===== src/rtl/bt656_pkg.sv =====
package bt656_pkg;

   typedef enum logic [1:0] {
      SEEK_IDLE = 2'd0,
      SEEK_ONE  = 2'd1,
      SEEK_TWO  = 2'd2,
      SEEK_STAT = 2'd3
   } seek_state_e;

   typedef enum logic [1:0] {
      SK_CB = 2'd0,
      SK_Y0 = 2'd1,
      SK_CR = 2'd2,
      SK_Y1 = 2'd3
   } smp_kind_e;

   localparam int unsigned MIN_DATA_W = 8;

endpackage


===== src/rtl/bt656_trs_seeker.sv =====
module bt656_trs_seeker
   import bt656_pkg::*;
#(
   parameter int unsigned DATA_W = 8
) (
   input  logic              clk,
   input  logic              rst_n,
   input  logic [DATA_W-1:0] din,
   output logic              hit,
   output logic              st_f,
   output logic              st_v,
   output logic              st_h,
   output logic              ctrl_byte
);

   localparam logic [DATA_W-1:0] ALL_ONES  = {DATA_W{1'b1}};
   localparam logic [DATA_W-1:0] ALL_ZEROS = {DATA_W{1'b0}};
   localparam int unsigned       MSB       = DATA_W - 1;

   seek_state_e state_q, state_d;
   logic        is_ones, is_zeros;

   assign is_ones  = (din == ALL_ONES);
   assign is_zeros = (din == ALL_ZEROS);

   always_comb begin
      state_d = SEEK_IDLE;
      unique case (state_q)
         SEEK_IDLE: state_d = is_ones ? SEEK_ONE : SEEK_IDLE;
         SEEK_ONE:  state_d = is_zeros ? SEEK_TWO : (is_ones ? SEEK_ONE : SEEK_IDLE);
         SEEK_TWO:  state_d = is_zeros ? SEEK_STAT : (is_ones ? SEEK_ONE : SEEK_IDLE);
         SEEK_STAT: state_d = is_ones ? SEEK_ONE : SEEK_IDLE;
         default:   state_d = SEEK_IDLE;
      endcase
   end

   always_ff @(posedge clk or negedge rst_n) begin
      if (!rst_n) state_q <= SEEK_IDLE;
      else        state_q <= state_d;
   end

   // status byte: top bit marks a real code, then field, vblank, end-of-active
   assign hit       = (state_q == SEEK_STAT) && din[MSB];
   assign st_f      = din[MSB-1];
   assign st_v      = din[MSB-2];
   assign st_h      = din[MSB-3];
   assign ctrl_byte = (state_q != SEEK_IDLE) || is_ones;

endmodule


===== src/rtl/bt656_frame_timing.sv =====
module bt656_frame_timing (
   input  logic clk,
   input  logic rst_n,
   input  logic hit,
   input  logic st_f,
   input  logic st_v,
   input  logic st_h,
   output logic code_det,
   output logic field_o,
   output logic v_flag,
   output logic h_flag,
   output logic blank_o,
   output logic line_start
);

   always_ff @(posedge clk or negedge rst_n) begin
      if (!rst_n) begin
         code_det   <= 1'b0;
         line_start <= 1'b0;
         field_o    <= 1'b0;
         v_flag     <= 1'b1;
         h_flag     <= 1'b1;
         blank_o    <= 1'b1;
      end else begin
         code_det   <= hit;
         line_start <= hit && !st_h;
         if (hit) begin
            field_o <= st_f;
            v_flag  <= st_v;
            h_flag  <= st_h;
            // end of active always blanks; start of active opens only on active lines
            blank_o <= st_h | st_v;
         end
      end
   end

endmodule


===== src/rtl/bt656_sample_demux.sv =====
module bt656_sample_demux
   import bt656_pkg::*;
#(
   parameter int unsigned DATA_W = 8
) (
   input  logic              clk,
   input  logic              rst_n,
   input  logic [DATA_W-1:0] din,
   input  logic              blank,
   input  logic              ctrl_byte,
   input  logic              sav_hit,
   output logic [DATA_W-1:0] sample_o,
   output logic [1:0]        sample_kind,
   output logic              sample_vld
);

   smp_kind_e phase_q;
   logic      take;

   assign take = !blank && !ctrl_byte;

   always_ff @(posedge clk or negedge rst_n) begin
      if (!rst_n) begin
         phase_q     <= SK_CB;
         sample_o    <= '0;
         sample_kind <= 2'd0;
         sample_vld  <= 1'b0;
      end else begin
         sample_vld <= take;
         if (sav_hit) begin
            phase_q <= SK_CB;
         end else if (take) begin
            sample_o    <= din;
            sample_kind <= phase_q;
            phase_q     <= smp_kind_e'(phase_q + 2'd1);
         end
      end
   end

endmodule


===== src/rtl/bt656_trs_decoder.sv =====
module bt656_trs_decoder
   import bt656_pkg::*;
#(
   parameter int unsigned DATA_W = 8
) (
   input  logic              clk,
   input  logic              rst_n,
   input  logic [DATA_W-1:0] din,
   output logic              code_det,
   output logic              field_o,
   output logic              v_flag,
   output logic              h_flag,
   output logic              blank_o,
   output logic              line_start,
   output logic [DATA_W-1:0] sample_o,
   output logic [1:0]        sample_kind,
   output logic              sample_vld
);

   generate
      if (DATA_W < MIN_DATA_W) begin : g_bad_width
         $error("bt656_trs_decoder: DATA_W must be at least 8");
      end
   endgenerate

   logic hit, st_f, st_v, st_h, ctrl_byte;

   bt656_trs_seeker #(.DATA_W(DATA_W)) u_seek (
      .clk       (clk),
      .rst_n     (rst_n),
      .din       (din),
      .hit       (hit),
      .st_f      (st_f),
      .st_v      (st_v),
      .st_h      (st_h),
      .ctrl_byte (ctrl_byte)
   );

   bt656_frame_timing u_timing (
      .clk        (clk),
      .rst_n      (rst_n),
      .hit        (hit),
      .st_f       (st_f),
      .st_v       (st_v),
      .st_h       (st_h),
      .code_det   (code_det),
      .field_o    (field_o),
      .v_flag     (v_flag),
      .h_flag     (h_flag),
      .blank_o    (blank_o),
      .line_start (line_start)
   );

   bt656_sample_demux #(.DATA_W(DATA_W)) u_demux (
      .clk         (clk),
      .rst_n       (rst_n),
      .din         (din),
      .blank       (blank_o),
      .ctrl_byte   (ctrl_byte),
      .sav_hit     (hit && !st_h),
      .sample_o    (sample_o),
      .sample_kind (sample_kind),
      .sample_vld  (sample_vld)
   );

endmodule


===== config.mk =====
export PLATFORM = sky130hd
export DESIGN_NAME = bt656_trs_decoder
export DESIGN_NICKNAME = d
export VERILOG_FILES = /design/src/rtl/bt656_pkg.sv /design/src/rtl/bt656_trs_seeker.sv /design/src/rtl/bt656_frame_timing.sv /design/src/rtl/bt656_sample_demux.sv /design/src/rtl/bt656_trs_decoder.sv
export SDC_FILE = /design/constraint.sdc
export NUM_CORES = 1
export LEC_CHECK = 0
export ABC_CLOCK_PERIOD_IN_PS = 2740
export BUFFER_PORTS_ARGS = -buffer_cell sky130_fd_sc_hd__buf_2
export CORE_MARGIN = 5
export CORE_UTILIZATION = 49
export DETAILED_ROUTE_END_ITERATION = 8
export GPL_TIMING_DRIVEN = 0
export PLACE_DENSITY_LB_ADDON = 0.12
export SYNTH_ARGS = -nofsm -noshare
export SYNTH_HDL_FRONTEND = slang
export SYNTH_HIERARCHICAL = 1
export SYNTH_SLANG_ARGS = --single-unit
export TNS_END_PERCENT = 5

===== constraint.sdc =====
create_clock -name clk -period 2.74 [get_ports clk]
set_clock_uncertainty 0.2 [all_clocks]
set_input_delay 0.137 -clock clk [delete_from_list [all_inputs] [get_ports clk]]
set_output_delay 0.137 -clock clk [all_outputs]
set_load 0.005 [all_outputs]

==> Yosys cells after proc, flatten, opt, wreduce, memory -nomap -nowiden <==
Cells that the tools add are included.
{ "word_totals": {"ff_bits": 21, "output_inout_bits": 17, "in_bits": 10, "elab_cells": 37} }
{ "classes": {"bitwise": 2, "n_reduce_logical": 13, "n_eq_ne": 4, "mux": 6, "add_sub_neg": 1} }
{ "ops": {"columns": ["operator", "count"], "rows": [
  ["8-bit == test (second input constant)", 1],
  ["8-bit logical NOT", 1],
  ["2-bit 2-to-1 mux", 4],
  ["2-bit case mux with 3 select lines", 1],
  ["2-bit == test (second input constant)", 2],
  ["2-bit nonzero test", 2],
  ["1-bit logical AND", 3],
  ["1-bit logical NOT", 3],
  ["2-bit by 1-bit adder with 2-bit output (second input constant)", 1],
  ["2-bit by 1-bit == test with 1-bit output (second input constant)", 1],
  ["2-bit logical NOT", 1],
  ["2-bit AND reduction", 1],
  ["2-bit OR reduction", 1],
  ["1-bit logical OR", 1],
  ["1-bit 2-to-1 mux", 1],
  ["1-bit NOT", 1],
  ["1-bit bitwise OR", 1]
]} }

==> Depth between registers and ports, before layout <==
{ "logic_depth": {"word_depth": 6, "depth_mapped": 5, "depth_no_buf": 5} }

==> Modules after synthesis <==
Netlist, hierarchy kept.
{ "modules_own_cells": {"columns": ["module", "n_inst", "seq_area_each_um2", "area_per_inst_um2", "cells_per_inst"], "rows": [
  ["bt656_sample_demux", 1, 325.3, 505.5, 32],
  ["bt656_trs_seeker", 1, 50.0, 227.7, 23],
  ["bt656_frame_timing", 1, 153.9, 206.4, 13],
  ["bt656_trs_decoder", 1, 0.0, 13.8, 1]
]} }

==> Worst setup path before layout <==
No wires, ideal clock.
{ "synth_timing": {"path_kind": "register -> register", "start": "reg u_seek.state_q[0]", "end": "reg u_demux.sample_o[0]", "period_less_slack_ns": 1.973, "setup_time_ns": 0.125, "t_required_ns": 2.415, "path_stages_with_launch": 6, "arrival_time_ns": 1.648, "path_slack_ns": 0.767, "n_path_buf": 0, "cell_sequence": "dfrtp_1 ha_1 and2_1 nor2b_4 nor3_4 mux2_2"} }
{ "synth_between": {"elab_chain_len": 5, "elab_cells_between_ends": 9, "cone_classes": "eq/ne: 1; bitwise: 1; reduce/logical: 7"} }
{ "synth_lines": {"columns": ["item", "line", "rtl"], "rows": [
  ["from (decl)", "bt656_trs_seeker.sv:20", "seek_state_e state_q, state_d;"],
  ["from (signal assigned)", "bt656_trs_seeker.sv:39", "else state_q <= state_d;"],
  ["2-bit == test", "bt656_trs_seeker.sv:43", "assign hit = (state_q == SEEK_STAT) && din[MSB];"],
  ["1-bit logical AND", "bt656_trs_seeker.sv:43", null],
  ["named net hit", "bt656_trs_decoder.sv:26", "logic hit, st_f, st_v, st_h, ctrl_byte;"],
  ["1-bit logical AND", "bt656_trs_decoder.sv:60", ".sav_hit (hit && !st_h),"],
  ["1-bit NOT (no source line)", null, null],
  ["2-bit AND reduction (no source line)", null, null],
  ["to (signal assigned)", "bt656_sample_demux.sv:33", "sample_o <= din;"],
  ["to (decl)", "bt656_sample_demux.sv:12", "output logic [DATA_W-1:0] sample_o,"]
]} }
The timed path passes the listed nets, and every way through them passes these cells.
A chain may end at the register's enable or synchronous reset.

==> Worst setup path in the final report <==
{ "layout_timing": {"start": "reg u_seek.state_q[0]", "end": "reg u_demux.sample_o[1]"} }
The elaborated chain is that of the path after synthesis.

==> reports/results.txt <==
In this run, distinct cell masters in the synthesized netlist total 24. The count of placed standard cells in the final layout, fillers left out is 136, and the tightest slew margin relative to the limit is 0.640. Relative to the synthesized area, the layout overhead comes to 30.6%.

The run finished with clean final reports. The post-synthesis sequential area ratio was 0.555; the async set or reset register ratio after synthesis was 1.00. The first-pass iteration count of the detailed router was 2. In the synthesized netlist the dominant register cell turns out to be dfrtp_1.

The worst setup path is launched from a flop. The minimum period implied by the final worst setup slack is 2.23 ns, and the switching power summed over all nets is 0.141 mW. Total of max-cap violations: 0. For the final number of hold-violating endpoints, the log shows 0. The number of buffers on the longest clock path was 2.

In the layout the commonest cells are buf_2, dfrtp_1, mux2_2, dlygate4sd3_1. The number of nets handed over by synthesis was 83. The run gives 124 as the number of nets in the final layout.

The logs give 0.29 ns for the worst-skew pair later-pin latency and 0.249 for the part of the power in the clock network. The placer's final routability congestion estimate was 0.671; the total track usage was 0.149. The portion of the clock cycle consumed by the worst path in the final layout is 0.815, and the cell count after placement is 122. Leaving out fill and tap cells, the most frequent cell in the layout is buf_2. The tightest min-delay check is of the in -> async type. For the instance count of the mapped netlist, the log shows 69. TritonCTS built the clock tree. TritonCTS created 3 clock buffers.

The final number of max-transition violations came out at 0. The worst setup path is captured at a flop. The starting density of the core came out at 0.501. Derived from the worst setup path, the maximum achievable clock frequency is 448 MHz.

The clock transition at the register clock pins on the worst setup and hold paths after CTS was 0.12 ns; the netlist area before placement was 953 sq um. Synthesis inferred 21 register bits. The layout cell share with drive strength beyond 1 was 0.514; the number of port buffers was 26. For the final antenna diode count, the log shows 0.

The tools report the CTS root buffer as clkbuf_4. The power share of the sequential group came out at 0.597. VDD sags by at most 0.301 mV. Biggest cell delay along the critical path: 0.48 ns.

Setup repair after global routing left no endpoint under its margin. For this block, the routed nets add up to 1.84 mm of wire. After synthesis, the cell types taking the most area are dfrtp_1, mux2_2, dfstp_2. The area share of the largest cell type after synthesis was 0.472. The tools report the number of levels the H-tree was split into as 1. In this run the count of I/O pins placed on the die edge is 27. The analysis attributes to cell leakage a power of 0.602 nW.

The number of enable-type register cells in the synthesized netlist is 0. The average instance in the mapped netlist occupies 13.8 sq um. The data arrival time of the critical path was 2.22 ns; the maximum net fanout on the critical path was 10. The initial antenna violation count was 0; the areal power density over the cells was 470 mW/mm^2. The slowest cell on the critical path is nor3_4. The count of vias placed by the detailed router was 659.

The data required time at the worst endpoint was 2.73 ns; the slew of the pin with the lowest slew margin was 0.539 ns. For the count of final setup violators, the log shows 0. The core region is 0.00190 sq mm. Walking the worst path, the cells encountered are ha_1 > and2_1 > nor2b_4 > nor3_4 > mux2_2. Entering global routing, the biggest net connects 22 pins. Path type of the worst setup path: reg -> reg.

Largest delay contributor family on the critical path: simple AND/OR/NAND/NOR gates. The clock drives 21 sinks. Cell internal power was estimated by the tool at 0.444 mW.

In the final timing run, aggregate negative setup slack is 0 ns. The switching share of total power is 0.241. The proportion of power drawn by combinational gates came out at 0.154.

The antenna violation net count after detailed routing is 0. The mean routed wirelength per cell was 13.6 microns; the first-pass GRT wire length was 3.11 mm. The count of buffer and inverter cells on the critical path came out at 0.

The warning count from the yosys run was 6; the global route total overflow was 0. The run gives 0.00293 sq mm as the area of the die. The cell type with the largest total area after synthesis is dfrtp_1.

The die is 54.1 microns tall. The logs give 691 for the number of global-route vias before repair and 16 for the number of cell rows. The mean number of vias per cell was 4.85. Residual DRC count: 0. Placed wire-length estimate: 1.25 mm.

The violation count after the first detailed-routing iteration is 1. The width of the die was 54.1 microns.
[logic make-up (layout without fill, tap and decap cells)]
group,count (synthesis),count (layout),synth area share
flip-flops,21,21,0.555
buffers and inverters,5,45,0.0315
AND/OR/NAND/NOR,20,20,0.154
adder cells (fa/ha/maj),4,4,0.0525
multiplexers,14,14,0.165
AO/OA/AOI/OAI,5,5,0.0420
[metrics by stage]
stage | hold slack, ns | area, sq um | util | worst slack (ns) | total power, mW
floorplan | -0.359 | 953 | - | 0.767 | 0.395
finish | 0.123 | 1240 | 0.655 | 0.507 | 0.585
global placement | -0.0872 | 1120 | 0.588 | 0.560 | 0.432
detailed placement | -0.0769 | 1120 | 0.588 | 0.509 | 0.437
global route | 0.145 | 1240 | 0.655 | 0.408 | 0.624
CTS | 0.124 | 1240 | 0.655 | 0.474 | 0.594
[power by group through the flow]
stage / sequential (mW) / combinational, mW / clock (mW)
floorplan: 0.355 / 0.0405 / 0
global placement: 0.354 / 0.0782 / 0
detailed placement: 0.356 / 0.0811 / 0
CTS: 0.350 / 0.0917 / 0.153
global route: 0.352 / 0.102 / 0.170
finish: 0.349 / 0.0902 / 0.145
[layout make-up]
cell class / count / area (sq um)
multi-input cells: 43 / 394
fillers: 156 / 657
inverters: 2 / 7.51
clock buffers: 3 / 22.5
well taps: 27 / 33.8
plain buffers: 3 / 22.5
clock inverters: 1 / 5.00
flip-flops and latches: 21 / 529
repair buffers: 36 / 230
[worst paths after layout]
| path | start | endpoint | slack, ns | cells past startpoint |
|---|---|---|---|---|
| setup / recovery | u_seek/state_q[0] | u_demux/sample_o[1] | 0.51 | 5 |
| hold / removal | rst_n | u_demux/phase_q[1] | 0.12 | 2 |
| setup reg to reg | u_seek/state_q[0] | u_demux/sample_o[1] | 0.51 | 5 |
| hold reg to reg | u_demux/sample_o[4] | u_demux/sample_o[4] | 0.31 | 1 |
| max in group asynchronous | rst_n | u_timing/blank_o | 1.88 | 2 |
| min in group clk | u_demux/sample_o[4] | u_demux/sample_o[4] | 0.31 | 1 |
[repair_timing]
item	4_1_cts	5_1_grt
setup buffers	0	0
hold buffers	10	0
gates resized for setup	0	0
hold endpoints to repair	33	0
[worst reg2reg max path, stage by stage (launching register included)]
cell and delay (ns):
dfrtp_1 0.42, ha_1 0.20, and2_1 0.22, nor2b_4 0.18
nor3_4 0.49, mux2_2 0.41
[routing by layer]
metal / up-vias / part of all wire / track usage
met3: 2 / 0.045 / 0.0388
met4: 0 / 0.0065 / 0.0498
li1: 322 / - / -
met5: - / 0 / 0
met2: 16 / 0.53 / 0.264
met1: 319 / 0.42 / 0.174
[sequential cells by signal, indices dropped and copies added, names as in the netlist]
name                 cells
u_demux/sample_o         8
u_demux/phase_q          2
u_demux/sample_kind      2
u_seek/state_q           2
u_demux/sample_vld       1
u_timing/blank_o         1
u_timing/code_det        1
u_timing/field_o         1
u_timing/h_flag          1
u_timing/line_start      1
u_timing/v_flag          1
[cells in the mapped netlist (all sizes together), types with 2 or more instances]
library cell,instances
inv,2
nor3,2
dfstp,3
nor2,4
dfrtp,18
buf,3
ha,4
mux2,14
a21oi,2
nor2b,3
nor4,2
nand4,2
Note: power is estimated with default switching activity, not from simulation.
